[src/rtl/can_rx_pkg.sv]
// Package: shared frame-walk states and fixed protocol widths for the
// CAN receive checker. Assumes standard (11-bit identifier) frames only.
package can_rx_pkg;

    // Width of the data length code in the control field
    localparam int DLC_W = 4;
    // Number of reserved/remote control bits between identifier and DLC
    localparam int CTRL_FLAGS = 3;

    // Field the receiver is currently walking through
    typedef enum logic [2:0] {
        ST_IDLE = 3'd0,
        ST_HDR  = 3'd1,
        ST_DATA = 3'd2,
        ST_CRC  = 3'd3,
        ST_CDEL = 3'd4,
        ST_ACK  = 3'd5,
        ST_ADEL = 3'd6,
        ST_EOF  = 3'd7
    } rx_state_e;

endpackage

[src/rtl/can_rx_frame_fsm.sv]
// Module: can_rx_frame_fsm
// Walks one standard frame field by field. It decodes the remote bit and
// length code, collects the received CRC, checks the recessive fixed-format
// bits, and drives all registered outputs one cycle after each strobe.
// Assumes: stuff slot and stuff violation come from the destuffer for the
// same sample, and crc_i holds the CRC of the protected bits seen so far.
module can_rx_frame_fsm
    import can_rx_pkg::*;
#(
    parameter int CRC_W     = 15,
    parameter int ID_W      = 11,
    parameter int MAX_BYTES = 8,
    parameter int EOF_LEN   = 7,
    parameter int IDLE_RUN  = 11
) (
    input  logic             clk,
    input  logic             rst_n,
    input  logic             strobe_i,
    input  logic             bit_i,
    input  logic             stuff_slot_i,
    input  logic             stuff_err_i,
    input  logic [CRC_W-1:0] crc_i,
    output logic             region_o,
    output logic             dclear_o,
    output logic             crc_shift_o,
    output logic             dbit_o,
    output logic             dbit_vld_o,
    output logic             frame_done_o,
    output logic             err_stuff_o,
    output logic             err_form_o,
    output logic             err_crc_o
);

    localparam int HDR_BITS = ID_W + CTRL_FLAGS + DLC_W;
    localparam int CNT_W    = $clog2(HDR_BITS + MAX_BYTES * 8 + CRC_W + EOF_LEN);
    localparam int IDLE_W   = $clog2(IDLE_RUN + 1);
    localparam logic [CNT_W-1:0]  RTR_POS  = CNT_W'(ID_W);
    localparam logic [CNT_W-1:0]  DLC_POS  = CNT_W'(ID_W + CTRL_FLAGS);
    localparam logic [CNT_W-1:0]  HDR_LAST = CNT_W'(HDR_BITS - 1);
    localparam logic [CNT_W-1:0]  CRC_LAST = CNT_W'(CRC_W - 1);
    localparam logic [CNT_W-1:0]  EOF_LAST = CNT_W'(EOF_LEN - 1);
    localparam logic [CNT_W-1:0]  CNT_ONE  = CNT_W'(1);
    localparam logic [DLC_W-1:0]  DLC_MAX  = DLC_W'(MAX_BYTES);
    localparam logic [IDLE_W-1:0] IDLE_FULL = IDLE_W'(IDLE_RUN);
    localparam logic [IDLE_W-1:0] IDLE_ONE  = IDLE_W'(1);

    rx_state_e        state_q;
    logic [CNT_W-1:0] cnt_q;
    logic [CNT_W-1:0] data_len_q;
    logic             rtr_q;
    logic [DLC_W-1:0] dlc_q;
    logic [CRC_W-1:0] rx_crc_q;
    logic [IDLE_W-1:0] idle_cnt_q;

    logic             armed;
    logic             sof;
    logic [DLC_W-1:0] dlc_full;
    logic [DLC_W-1:0] nbytes;
    logic [CNT_W-1:0] nbits;
    logic             form_hit;
    logic             crc_hit;

    // Arming, start detection and region decode for the current sample
    always_comb begin
        armed       = (idle_cnt_q == IDLE_FULL);
        sof         = (state_q == ST_IDLE) && strobe_i && !bit_i && armed;
        region_o    = sof || (state_q == ST_HDR) || (state_q == ST_DATA) ||
                      (state_q == ST_CRC) || (state_q == ST_CDEL);
        dclear_o    = (state_q == ST_IDLE) && !sof;
        crc_shift_o = strobe_i && !stuff_slot_i &&
                      (sof || state_q == ST_HDR || state_q == ST_DATA);
    end

    // Length decode: clamp the code, and force zero bytes for a remote frame
    always_comb begin
        dlc_full = {dlc_q[DLC_W-2:0], bit_i};
        if (rtr_q) begin
            nbytes = '0;
        end else if (dlc_full > DLC_MAX) begin
            nbytes = DLC_MAX;
        end else begin
            nbytes = dlc_full;
        end
        nbits = CNT_W'(nbytes) << 3;
    end

    // Fixed-format and CRC check decode for the current sample
    always_comb begin
        form_hit = !bit_i && (state_q == ST_CDEL || state_q == ST_ADEL ||
                              state_q == ST_EOF);
        crc_hit  = (state_q == ST_ADEL) && (rx_crc_q != crc_i);
    end

    // Frame walk, idle arming and registered outputs
    always_ff @(posedge clk) begin
        if (!rst_n) begin
            state_q      <= ST_IDLE;
            cnt_q        <= '0;
            data_len_q   <= '0;
            rtr_q        <= 1'b0;
            dlc_q        <= '0;
            rx_crc_q     <= '0;
            idle_cnt_q   <= '0;
            dbit_o       <= 1'b0;
            dbit_vld_o   <= 1'b0;
            frame_done_o <= 1'b0;
            err_stuff_o  <= 1'b0;
            err_form_o   <= 1'b0;
            err_crc_o    <= 1'b0;
        end else begin
            dbit_vld_o   <= 1'b0;
            frame_done_o <= 1'b0;
            err_stuff_o  <= 1'b0;
            err_form_o   <= 1'b0;
            err_crc_o    <= 1'b0;
            if (strobe_i) begin
                if (state_q == ST_IDLE) begin
                    if (bit_i) begin
                        if (!armed) idle_cnt_q <= idle_cnt_q + IDLE_ONE;
                    end else if (armed) begin
                        state_q    <= ST_HDR;
                        cnt_q      <= '0;
                        dbit_o     <= bit_i;
                        dbit_vld_o <= 1'b1;
                    end else begin
                        idle_cnt_q <= '0;
                    end
                end else if (stuff_slot_i) begin
                    if (stuff_err_i) begin
                        err_stuff_o <= 1'b1;
                        state_q     <= ST_IDLE;
                        idle_cnt_q  <= '0;
                    end
                end else if (form_hit || crc_hit) begin
                    err_form_o <= form_hit;
                    err_crc_o  <= crc_hit;
                    state_q    <= ST_IDLE;
                    idle_cnt_q <= '0;
                end else begin
                    dbit_o     <= bit_i;
                    dbit_vld_o <= 1'b1;
                    cnt_q      <= cnt_q + CNT_ONE;
                    case (state_q)
                        ST_HDR: begin
                            if (cnt_q == RTR_POS) rtr_q <= bit_i;
                            if (cnt_q >= DLC_POS) dlc_q <= dlc_full;
                            if (cnt_q == HDR_LAST) begin
                                cnt_q      <= '0;
                                data_len_q <= nbits;
                                state_q    <= (nbits == '0) ? ST_CRC : ST_DATA;
                            end
                        end
                        ST_DATA: begin
                            if (cnt_q == data_len_q - CNT_ONE) begin
                                cnt_q   <= '0;
                                state_q <= ST_CRC;
                            end
                        end
                        ST_CRC: begin
                            rx_crc_q <= {rx_crc_q[CRC_W-2:0], bit_i};
                            if (cnt_q == CRC_LAST) state_q <= ST_CDEL;
                        end
                        ST_CDEL: state_q <= ST_ACK;
                        ST_ACK:  state_q <= ST_ADEL;
                        ST_ADEL: begin
                            cnt_q   <= '0;
                            state_q <= ST_EOF;
                        end
                        ST_EOF: begin
                            if (cnt_q == EOF_LAST) begin
                                frame_done_o <= 1'b1;
                                state_q      <= ST_IDLE;
                                idle_cnt_q   <= IDLE_FULL;
                            end
                        end
                        default: state_q <= ST_IDLE;
                    endcase
                end
            end
        end
    end


    crc_pos_chk: assert property (@(posedge clk) disable iff (!rst_n)
        err_crc_o |-> $past(state_q) == ST_ADEL);


    err_idle_chk: assert property (@(posedge clk) disable iff (!rst_n)
        (err_stuff_o || err_form_o || err_crc_o) |-> (state_q == ST_IDLE && idle_cnt_q == '0));


    done_pos_chk: assert property (@(posedge clk) disable iff (!rst_n)
        frame_done_o |-> ($past(state_q) == ST_EOF && dbit_vld_o));


    vld_strobe_chk: assert property (@(posedge clk) disable iff (!rst_n)
        dbit_vld_o |-> $past(strobe_i));

endmodule

[config.mk]
export PLATFORM = sky130hd
export DESIGN_NAME = can_rx_frame_fsm
export DESIGN_NICKNAME = d
export VERILOG_FILES = /design/src/rtl/can_rx_pkg.sv /design/src/rtl/can_rx_frame_fsm.sv
export SDC_FILE = /design/constraint.sdc
export NUM_CORES = 1
export LEC_CHECK = 0
export BUFFER_PORTS_ARGS = -buffer_cell sky130_fd_sc_hd__buf_2
export CORE_MARGIN = 5
export CORE_UTILIZATION = 50
export DETAILED_ROUTE_END_ITERATION = 6
export GPL_ROUTABILITY_DRIVEN = 0
export HOLD_SLACK_MARGIN = 0.02
export PLACE_DENSITY_LB_ADDON = 0.08
export REMOVE_ABC_BUFFERS = 1
export SYNTH_ARGS = -nofsm -noshare
export SYNTH_HDL_FRONTEND = slang
export SYNTH_SLANG_ARGS = --single-unit
[constraint.sdc]
create_clock -name clk -period 2.2 [get_ports clk]
set_clock_uncertainty 0.2 [all_clocks]
set_input_delay 0.44 -clock clk [delete_from_list [all_inputs] [get_ports clk]]
set_output_delay 0.44 -clock clk [all_outputs]
set_load 0.05 [all_outputs]
==> impl_metrics.py, run 1 <==
metrics = {
    "routing": {
        "highest_layer": "met4",
        "detail_route.first_pass.iterations": 4,
        "routed_via_density": 5.58,
        "routed_wire_length_per_instance_um": 14.2,
        "route.layer.met1.wl_mm": 2.67,
        "met3WireLength_um": 337,
        "drc": 0,
        "postRouteWirelength_mm": 5.93,
        "detailroute.via_count": 2334,
        "detail-route-antenna-nets": 0,
        "wl_met2_mm": 2.86,
        "initialDrtViolationCount": 240,
    },
    "placement": {
        "port_buffers": 29,
        "placed_area_um2": 2860,
        "place.detailed.hpwl_mm": 4.16,
        "placed_cell_count": 409,
    },
    "floorplanning": {
        "floorplan.die_area_um2": 6160,
        "boundaryPins": 30,
        "core_region_area_um2": 4630,
        "initial_core_util": 0.507,
        "row_count": 25,
        "die-height_um": 78.5,
        "dieWidth_um": 78.5,
    },
    "global_route": {
        "groute.usage.overall": 0.193,
        "grt_start_max_net_pins": 28,
        "globalRouteOverflowTotal": 0,
        "grt_first_pass_wirelength_mm": 9.66,
        "grt_antenna_before_repair": 0,
        "grt_pass1_vias": 2115,
    },
    "power_and_ir_drop": {
        "post-layout-total-power_mw": 1.51,
        "power_leakage_nw": 1.25,
        "max-vdd-ir-drop_uv": 330,
        "powerDensity_nw_per_um2": 478,
    },
    "hold_path": {
        "hold_path.class": "input pin to register",
    },
    "timing": {
        "timing.max_slew.rel_slack": 0.505,
        "tightestPinTransition_ns": 0.738,
        "hold_slack_ns": 0.204,
        "setup_slack_ns": -0.221,
        "report.final.setup_viol": 11,
        "timing.final.crit_share": 1.10,
        "rsz0062_at_grt": "yes",
        "achievable-frequency_ghz": 0.413,
        "finalWorstPathRequiredPeriod_ns": 2.42,
        "final_layout_setup_total_negative_slack_ns": -1.60,
        "final_hold_violations": 0,
        "timing.final.max_slew_violations": 0,
    },
    "yosys": {
        "area_of_the_mapped_netlist_um2": 2350,
        "synth.lib_cells_used.distinct": 54,
        "synth.avg_cell_area_um2": 8.04,
        "async_flop_share": 0,
        "number_of_enable_type_register_cells_in_the_synthesized_netlist": 0,
        "post_synth_inst_count": 292,
        "synth.yosys.warnings": 0,
        "ys_seq_area_frac": 0.367,
        "postSynth.topFlopCell": "dfxtp_1",
        "yosys_register_bits": 43,
    },
    "clocking": {
        "cts_buffers": 5,
        "cts_root_buf": "clkbuf_8",
        "clk_transition_reported_paths_ns": 0.09,
        "cts_sinks": 43,
        "cts_tree": "built",
        "cts_hold_repair.buffers": 0,
        "cts_max_level": 2,
        "clock_path_buffers": 2,
        "clock_latency_at_the_later_pin_of_the_worst_skew_pair_ns": 0.30,
    },
    "critical_path": {
        "cp_data_arrival_time_ns": 2.42,
        "crit_path_end_kind": "register",
        "cp-start-kind": "register",
        "reg2reg_depth": 9,
        "regToRegEndpoint": "cnt_q[0]",
        "crit-reg2reg-launch": "cnt_q[1]",
        "regToRegSetupSlack_ns": -0.22,
        "last_element_of_the_critical_path": "cnt_q[0]",
        "worst-setup-path-type": "register to register",
        "setup.worst_path.start": "cnt_q[1]",
        "worstPathRequired_ns": 2.20,
        "crit_fanout": 6,
    },
    "status": {
        "violations": "negative setup slack",
        "status": "finished with violations",
    },
    "final_layout": {
        "area_growth_syn_to_layout_pct": 34.3,
        "instances_no_fill": 418,
        "drive_above_1_share": 0.341,
        "num_antenna_cells": 0,
        "fin_nets": 389,
        "final_cell_area_um2": 3150,
        "n_fill_cell": 381,
    },
    "job": {
        "maxCapViolCount": 0,
    },
}
routing by layer:
| metal | global-route usage | vias up |
|---|---|---|
| met5 | 0 | - |
| met4 | 0.0472 | 0 |
| met3 | 0.0390 | 7 |
| met2 | 0.319 | 61 |
| met1 | 0.256 | 1090 |
| li1 | - | 1176 |
sequential cells by signal, summed over array words and instances (netlist names):
signal	flops
idle_cnt_q	4
rtr_q	1
err_crc_o	1
state_q	3
dlc_q	3
dbit_vld_o	1
data_len_q	4
err_form_o	1
rx_crc_q	15
dbit_o	1
err_stuff_o	1
frame_done_o	1
cnt_q	7
how the worst min path moves through the flow:
| stage | start | endpoint | slack [ns] | cells after the start |
|---|---|---|---|---|
| after floorplan | data_len_q[4] | data_len_q[4] | 0.25 | 2 |
| after detailed placement | rx_crc_q[14] | rx_crc_q[14] | 0.26 | 2 |
| after global placement | rx_crc_q[14] | rx_crc_q[14] | 0.26 | 2 |
| final | stuff_err_i | err_stuff_o | 0.20 | 3 |
| after CTS | stuff_err_i | err_stuff_o | 0.19 | 3 |
| after global routing | stuff_err_i | err_stuff_o | 0.20 | 3 |
area by class of cell:
class,instances,area [um^2],area share
inverter,6,22.5,0.00715
clock inverter,3,43.8,0.0139
multi-input combinational,229,1550,0.491
tap,54,67.6,0.0214
timing repair buffer,78,536,0.170
sequential,43,867,0.275
clock buffer,5,68.8,0.0218
cells by family (layout without fill, tap and decap cells):
kind of cell	after synthesis	after routing	synth area share
DFF	43	43	0.367
AOI/OAI and AO/OA	65	65	0.183
and+or+nand+nor	131	131	0.279
adders and majority gates	5	5	0.0267
buffers and inverters	20	92	0.0373
muxes	5	5	0.0219
xor gates and xnor gates	23	23	0.0858
synthesized netlist by cell type, types with 2 or more instances:
library cell  number  share of area
and2_1             3         0.0080
nor2_1            21          0.034
a22o_2             3          0.013
xnor2_1           18          0.067
buf_2              4         0.0085
buf_4              2         0.0064
a21oi_1           28          0.060
inv_1              5         0.0080
o21a_1             2         0.0064
nor4_1             5          0.013
o21ai_0           12          0.026
nor2b_1            9          0.024
or3_1              3         0.0080
nor3_1             9          0.019
nand2_1           46          0.074
a31oi_1            2         0.0053
clkbuf_1           8          0.013
dfxtp_1           43           0.37
nand4_1           10          0.027
xor2_1             5          0.019
mux2i_1            4          0.017
and3_1             5          0.013
o221a_2            2         0.0096
nand3_1            9          0.019
ha_1               5          0.027
where the power goes:
group / internal (mW) / switching (mW) / total [mW]
clock network: 0.338 / 0.287 / 0.625
registers: 0.781 / 0.00301 / 0.784
logic: 0.0454 / 0.0537 / 0.0991
total: 1.16 / 0.343 / 1.51
critical path, cell delays in order (launching register included):
cell      delay [ns]
dfxtp_2         0.33
inv_2           0.05
ha_4            0.11
or4b_4          0.45
o31a_1          0.27
o2111a_1        0.27
a21oi_4         0.15
nor3b_4         0.08
buf_4           0.15
mux2_4          0.25
cells in the final DEF, fill, tap and decap left out, types with 7 or more instances in the layout:
| master | instances |
|---|---|
| a21oi_1 | 25 |
| buf_2 | 26 |
| buf_4 | 48 |
| dfxtp_1 | 38 |
| nand2_1 | 45 |
| nand3_1 | 8 |
| nand4_1 | 10 |
| nor2_1 | 20 |
| nor2b_1 | 9 |
| nor3_1 | 7 |
| o21ai_0 | 11 |
| xnor2_1 | 17 |
per-stage QoR:
stage / worst slack, ns / util
after floorplan: -0.643 / -
after CTS: -0.200 / 0.660
after detailed placement: -0.290 / 0.617
final: -0.221 / 0.681
after global routing: -0.276 / 0.681
after global placement: -0.292 / 0.617
timing repair:
| action | 4_1_cts | 5_1_grt |
|---|---|---|
| buffers inserted | 1 | 0 |
| setup endpoints to repair | 13 | 17 |
| gates cloned | 0 | 0 |
| pin swaps | 9 | 8 |
| gates resized for setup | 21 | 23 |
Power figures use the tool's default switching activity.
==> inputs of run 2 (changes only) <==
--- a/config.mk
+++ b/config.mk
@@ -6,7 +6,7 @@
 export NUM_CORES = 1
 export LEC_CHECK = 0
 export BUFFER_PORTS_ARGS = -buffer_cell sky130_fd_sc_hd__buf_2
-export CORE_MARGIN = 5
+export CORE_ASPECT_RATIO = 0.75
 export CORE_UTILIZATION = 50
 export DETAILED_ROUTE_END_ITERATION = 6
 export GPL_ROUTABILITY_DRIVEN = 0
==> impl_metrics.py, run 2 (synthesis results as in run 1) <==
metrics = {
    "final_layout": {
        "num_antenna_cells": 0,
        "fin_nets": 394,
        "area_growth_syn_to_layout_pct": 37.6,
        "layout_common_cells": "buf_4 (54), nand2_1 (45), dfxtp_1 (35)",
        "drive_above_1_share": 0.363,
        "final_cell_area_um2": 3230,
        "top_regs": "rx_crc_q x15, cnt_q x7",
        "final_util": 0.719,
        "largest_register_ffs": 15,
        "registers.top_by_ff_count": "rx_crc_q",
        "most_common_cell_after_layout_fill_and_taps_aside": "buf_4",
    },
    "power_and_ir_drop": {
        "post-layout-total-power_mw": 1.63,
        "power.share.combinational": 0.065,
        "max-vdd-ir-drop_uv": 399,
        "p_int_mw": 1.28,
        "powerDensity_nw_per_um2": 506,
        "power.sequential.fraction": 0.480,
        "switching_share": 0.215,
        "relative_contribution_of_the_clock_network_to_total_power": 0.456,
        "power_leakage_nw": 1.32,
        "switching_power_mw": 0.352,
    },
    "floorplanning": {
        "core_region_area_um2": 4490,
        "row_count": 21,
        "dieWidth_um": 81.1,
        "floorplan.die_area_um2": 4980,
        "die-height_um": 61.3,
        "initial_core_util": 0.522,
        "boundaryPins": 30,
    },
    "clocking": {
        "cts_root_buf": "clkbuf_8",
        "cts_buffers": 5,
        "cts_max_level": 2,
        "clock_path_buffers": 2,
        "clk_transition_reported_paths_ns": 0.08,
        "cts_tree": "built",
        "cts_hold_repair.buffers": 0,
        "cts_sinks": 43,
        "clock_latency_at_the_later_pin_of_the_worst_skew_pair_ns": 0.30,
    },
    "critical_path": {
        "slowest_cp_cell": "or4b_4",
        "regToRegEndpoint": "cnt_q[0]",
        "worstPathRequired_ns": 2.19,
        "cp_data_arrival_time_ns": 2.41,
        "crit-reg2reg-launch": "cnt_q[1]",
        "highest_cell_delay_on_the_worst_timing_path_ns": 0.46,
        "crit_fanout": 6,
        "cp-start-kind": "register",
        "critical_path.cell_chain": "inv_2, ha_4, or4b_4, o31a_1, o2111a_1, a21oi_4, nor3b_4, buf_4, mux2_4",
        "worst-setup-path-type": "register to register",
        "reg2reg_depth": 9,
        "crit_path_end_kind": "register",
        "regToRegSetupSlack_ns": -0.22,
    },
    "hold_path": {
        "timing.hold.worst_endpoint": "err_stuff_o",
        "number_of_cells_on_the_worst_hold_path": 3,
        "hold_path.class": "input pin to register",
        "min-delay-start": "stuff_err_i",
    },
    "routing": {
        "detailroute.via_count": 2408,
        "routed_wire_length_per_instance_um": 15.1,
        "drc": 0,
        "routed_via_density": 5.65,
        "postRouteWirelength_mm": 6.43,
        "detail_route.first_pass.iterations": 4,
        "detail-route-antenna-nets": 0,
        "initialDrtViolationCount": 169,
    },
    "global_route": {
        "groute.usage.overall": 0.267,
        "grt_antenna_before_repair": 0,
        "grt_start_max_net_pins": 28,
        "grt_pass1_vias": 2102,
        "grt_first_pass_wirelength_mm": 9.89,
        "globalRouteOverflowTotal": 0,
    },
    "timing": {
        "achievable-frequency_ghz": 0.414,
        "report.final.setup_viol": 11,
        "timing.final.crit_share": 1.10,
        "timing.final.max_slew_violations": 0,
        "final_hold_violations": 0,
        "final_layout_setup_total_negative_slack_ns": -1.56,
        "tightestPinTransition_ns": 0.751,
        "finalWorstPathRequiredPeriod_ns": 2.42,
        "rsz0062_at_grt": "yes",
        "setup_slack_ns": -0.216,
        "timing.max_slew.rel_slack": 0.496,
    },
    "placement": {
        "placed_area_um2": 2880,
        "port_buffers": 29,
        "dp_worst_setup_slack_ns": -0.315,
        "place.detailed.hpwl_mm": 4.48,
    },
    "job": {
        "maxCapViolCount": 0,
    },
    "status": {
        "status": "finished with violations",
        "violations": "negative setup slack",
    },
}
[run 2: cell types whose count changed in the layout (fill, tap and decap cells not counted), moves of 2 or more]
| cell | previous run | this run |
|---|---|---|
| buf_4 | 48 | 54 |
| dfxtp_1 | 38 | 35 |
| and3_4 | 2 | 0 |
| buf_6 | 4 | 2 |
| dfxtp_2 | 5 | 7 |
| xnor2_1 | 17 | 15 |
| xnor2_2 | 1 | 3 |
[run 2: layer usage]
metal / global-route usage / wire length [um]
met4: 0.0893 / 72
met3: 0.0578 / 348
met2: 0.415 / 2900
met1: 0.369 / 3110
met5: 0 / 0
[run 2: per-stage QoR]
| step | instances | hold slack [ns] |
|---|---|---|
| final | 426 | 0.231 |
| after global routing | 426 | 0.241 |
| after CTS | 424 | 0.222 |
| after detailed placement | 415 | 0.266 |
| after global placement | 415 | 0.258 |
| after floorplan | 278 | 0.245 |
[run 2: power groups by stage]
stage / registers [mW] / clock network [mW] / logic (mW)
final: 0.784 / 0.745 / 0.106
after global routing: 0.785 / 0.769 / 0.115
after CTS: 0.783 / 0.741 / 0.0963
after detailed placement: 0.801 / 0 / 0.0939
after global placement: 0.801 / 0 / 0.0929
after floorplan: 0.801 / 0 / 0.0353
[run 2: worst max-delay path by stage]
stage / start / to / slack, ns / cells past startpoint
finish: cnt_q[1] / cnt_q[0] / -0.22 / 9
global route: cnt_q[1] / state_q[1] / -0.30 / 9
CTS: cnt_q[1] / cnt_q[0] / -0.18 / 9
detailed placement: cnt_q[0] / cnt_q[3] / -0.31 / 8
global placement: cnt_q[0] / cnt_q[3] / -0.25 / 8
floorplan: idle_cnt_q[0] / crc_shift_o / -0.64 / 4
[run 2: cell type report]
type	instances	area, um^2
Tap cell	57	71.3
Inverter	6	22.5
Clock buffer	6	72.6
Clock inverter	2	60.1
Sequential cell	43	873
Fill cell	366	1260
Multi-Input combinational cell	229	1570
Timing Repair Buffer	83	566
[run 2: critical path, delay by kind of cell, from the launching register on]
family                   cells  cell delay (ns)
AO/OA/AOI/OAI                3             0.68
flip-flops                   1             0.33
multiplexers                 1             0.25
AND/OR/NAND/NOR              2             0.54
buffers and inverters        2             0.20
adder cells (fa/ha/maj)      1             0.11
[run 2: repair_timing]
action | in CTS | in global routing
gates cloned | 0 | 0
hold endpoints to repair | 0 | 0
gates resized for setup | 19 | 29
pin swaps | 10 | 10
buffers inserted | 1 | 2
endpoints found under the setup margin | 16 | 16
==> inputs of run 3 (changes only) <==
--- a/config.mk
+++ b/config.mk
@@ -6,7 +6,7 @@
 export NUM_CORES = 1
 export LEC_CHECK = 0
 export BUFFER_PORTS_ARGS = -buffer_cell sky130_fd_sc_hd__buf_2
-export CORE_ASPECT_RATIO = 0.75
+export CORE_ASPECT_RATIO = 1.2
 export CORE_UTILIZATION = 50
 export DETAILED_ROUTE_END_ITERATION = 6
 export GPL_ROUTABILITY_DRIVEN = 0
==> impl_metrics.py, run 3 (synthesis results as in run 1) <==
metrics = {
    "final_layout": {
        "num_antenna_cells": 0,
        "top_regs": "rx_crc_q x15, cnt_q x7",
        "drive_above_1_share": 0.357,
        "n_fill_cell": 356,
        "most_common_cell_after_layout_fill_and_taps_aside": "buf_4",
        "final_util": 0.732,
        "instances_no_fill": 426,
        "multi_input_comb_area_um2": 1560,
        "registers.top_by_ff_count": "rx_crc_q",
        "largest_register_ffs": 15,
        "regArea_um2": 872,
        "final_cell_area_um2": 3210,
        "layout_common_cells": "buf_4 (54), nand2_1 (45), dfxtp_1 (34)",
        "area_growth_syn_to_layout_pct": 36.9,
        "fin_nets": 395,
    },
    "routing": {
        "drc": 0,
        "detailroute.via_count": 2328,
        "detail-route-antenna-nets": 0,
        "postRouteWirelength_mm": 5.90,
        "initialDrtViolationCount": 149,
        "routed_via_density": 5.46,
        "detail_route.first_pass.iterations": 4,
        "routed_wire_length_per_instance_um": 13.8,
    },
    "global_route": {
        "grt_util_met1": 0.309,
        "grt_start_max_net_pins": 28,
        "globalRouteMet3Util": 0.0432,
        "groute.usage.overall": 0.248,
        "use_met2": 0.422,
        "grt_antenna_before_repair": 0,
        "gr-max-usage-layer": "met2",
        "grt_first_pass_wirelength_mm": 9.79,
        "grt_pass1_vias": 2143,
        "globalRouteOverflowTotal": 0,
    },
    "floorplanning": {
        "floorplan.die_area_um2": 4970,
        "boundaryPins": 30,
        "core_region_area_um2": 4390,
        "initial_core_util": 0.534,
        "dieWidth_um": 64.5,
        "row_count": 26,
        "die-height_um": 77.1,
    },
    "clocking": {
        "cts_max_level": 2,
        "cts_buffers": 5,
        "clk_transition_reported_paths_ns": 0.08,
        "cts_tree": "built",
        "clock_latency_at_the_later_pin_of_the_worst_skew_pair_ns": 0.30,
        "cts_hold_repair.buffers": 0,
        "cts_root_buf": "clkbuf_8",
        "clock_path_buffers": 2,
        "cts_sinks": 43,
    },
    "placement": {
        "port_buffers": 29,
        "placed_area_um2": 2890,
        "placed_cell_count": 415,
        "place.detailed.hpwl_mm": 4.21,
        "dp_worst_setup_slack_ns": -0.291,
    },
    "power_and_ir_drop": {
        "post-layout-total-power_mw": 1.50,
        "power_leakage_nw": 1.32,
        "max-vdd-ir-drop_uv": 356,
        "powerDensity_nw_per_um2": 467,
    },
    "hold_path": {
        "timing.hold.worst_endpoint": "err_stuff_o",
        "hold_path.class": "input pin to register",
        "number_of_cells_on_the_worst_hold_path": 3,
        "min-delay-start": "stuff_err_i",
    },
    "critical_path": {
        "reg2reg_depth": 9,
        "crit_fanout": 6,
        "crit-reg2reg-launch": "cnt_q[1]",
        "regToRegSetupSlack_ns": -0.21,
        "regToRegEndpoint": "cnt_q[3]",
        "cp-start-kind": "register",
        "cp_data_arrival_time_ns": 2.41,
        "crit_path_end_kind": "register",
        "worstPathRequired_ns": 2.20,
        "worst-setup-path-type": "register to register",
    },
    "status": {
        "violations": "negative setup slack",
        "status": "finished with violations",
    },
    "timing": {
        "finalWorstPathRequiredPeriod_ns": 2.41,
        "final_layout_setup_total_negative_slack_ns": -1.51,
        "tightestPinTransition_ns": 0.493,
        "report.final.setup_viol": 11,
        "achievable-frequency_ghz": 0.414,
        "final_hold_violations": 0,
        "timing.final.crit_share": 1.10,
        "timing.final.max_slew_violations": 0,
        "setup_slack_ns": -0.214,
        "hold_slack_ns": 0.215,
        "rsz0062_at_grt": "yes",
        "timing.max_slew.rel_slack": 0.668,
    },
    "job": {
        "maxCapViolCount": 0,
    },
}
## run 3: critical path: stages, from the launching register on
cell and delay [ns]:
dfxtp_2 0.33, inv_2 0.05, ha_4 0.11, or4b_4 0.46, o31a_1 0.26, o2111a_1 0.26
a21oi_4 0.15, nor3b_4 0.08, and3_1 0.15, a221o_1 0.24
## run 3: area by class of cell
class	instances	area share
clock buffer	5	0.0214
multi-input combinational	229	0.484
inverter	6	0.00701
timing repair buffer	84	0.181
clock inverter	3	0.0136
tap	56	0.0218
sequential	43	0.271
## run 3: worst max-delay path by stage
stage,from,endpoint,slack (ns),cells past startpoint
6_report,cnt_q[1],cnt_q[3],-0.21,9
5_1_grt,cnt_q[1],cnt_q[3],-0.30,9
4_1_cts,cnt_q[1],cnt_q[0],-0.20,9
3_5_place_dp,crc_i[0],cnt_q[3],-0.29,9
3_3_place_gp,crc_i[10],idle_cnt_q[1],-0.26,11
2_1_floorplan,idle_cnt_q[0],crc_shift_o,-0.64,4
## run 3: report_power, final
part | internal (mW) | switching [mW]
Combinational | 0.0493 | 0.0557
Clock | 0.338 | 0.276
Sequential | 0.780 | 0.00290
## run 3: per-layer routing
metal | share of wire | wire (um)
met5 | 0 | 0
met4 | 0.019 | 113
met3 | 0.031 | 180
met2 | 0.51 | 3000
met1 | 0.44 | 2610
## run 3: repair_timing
action                     in CTS  in global routing
resized for setup              27                 18
setup buffers                   2                  1
pin swaps                      11                 11
gates cloned                    0                  0
setup endpoints to repair      16                 17
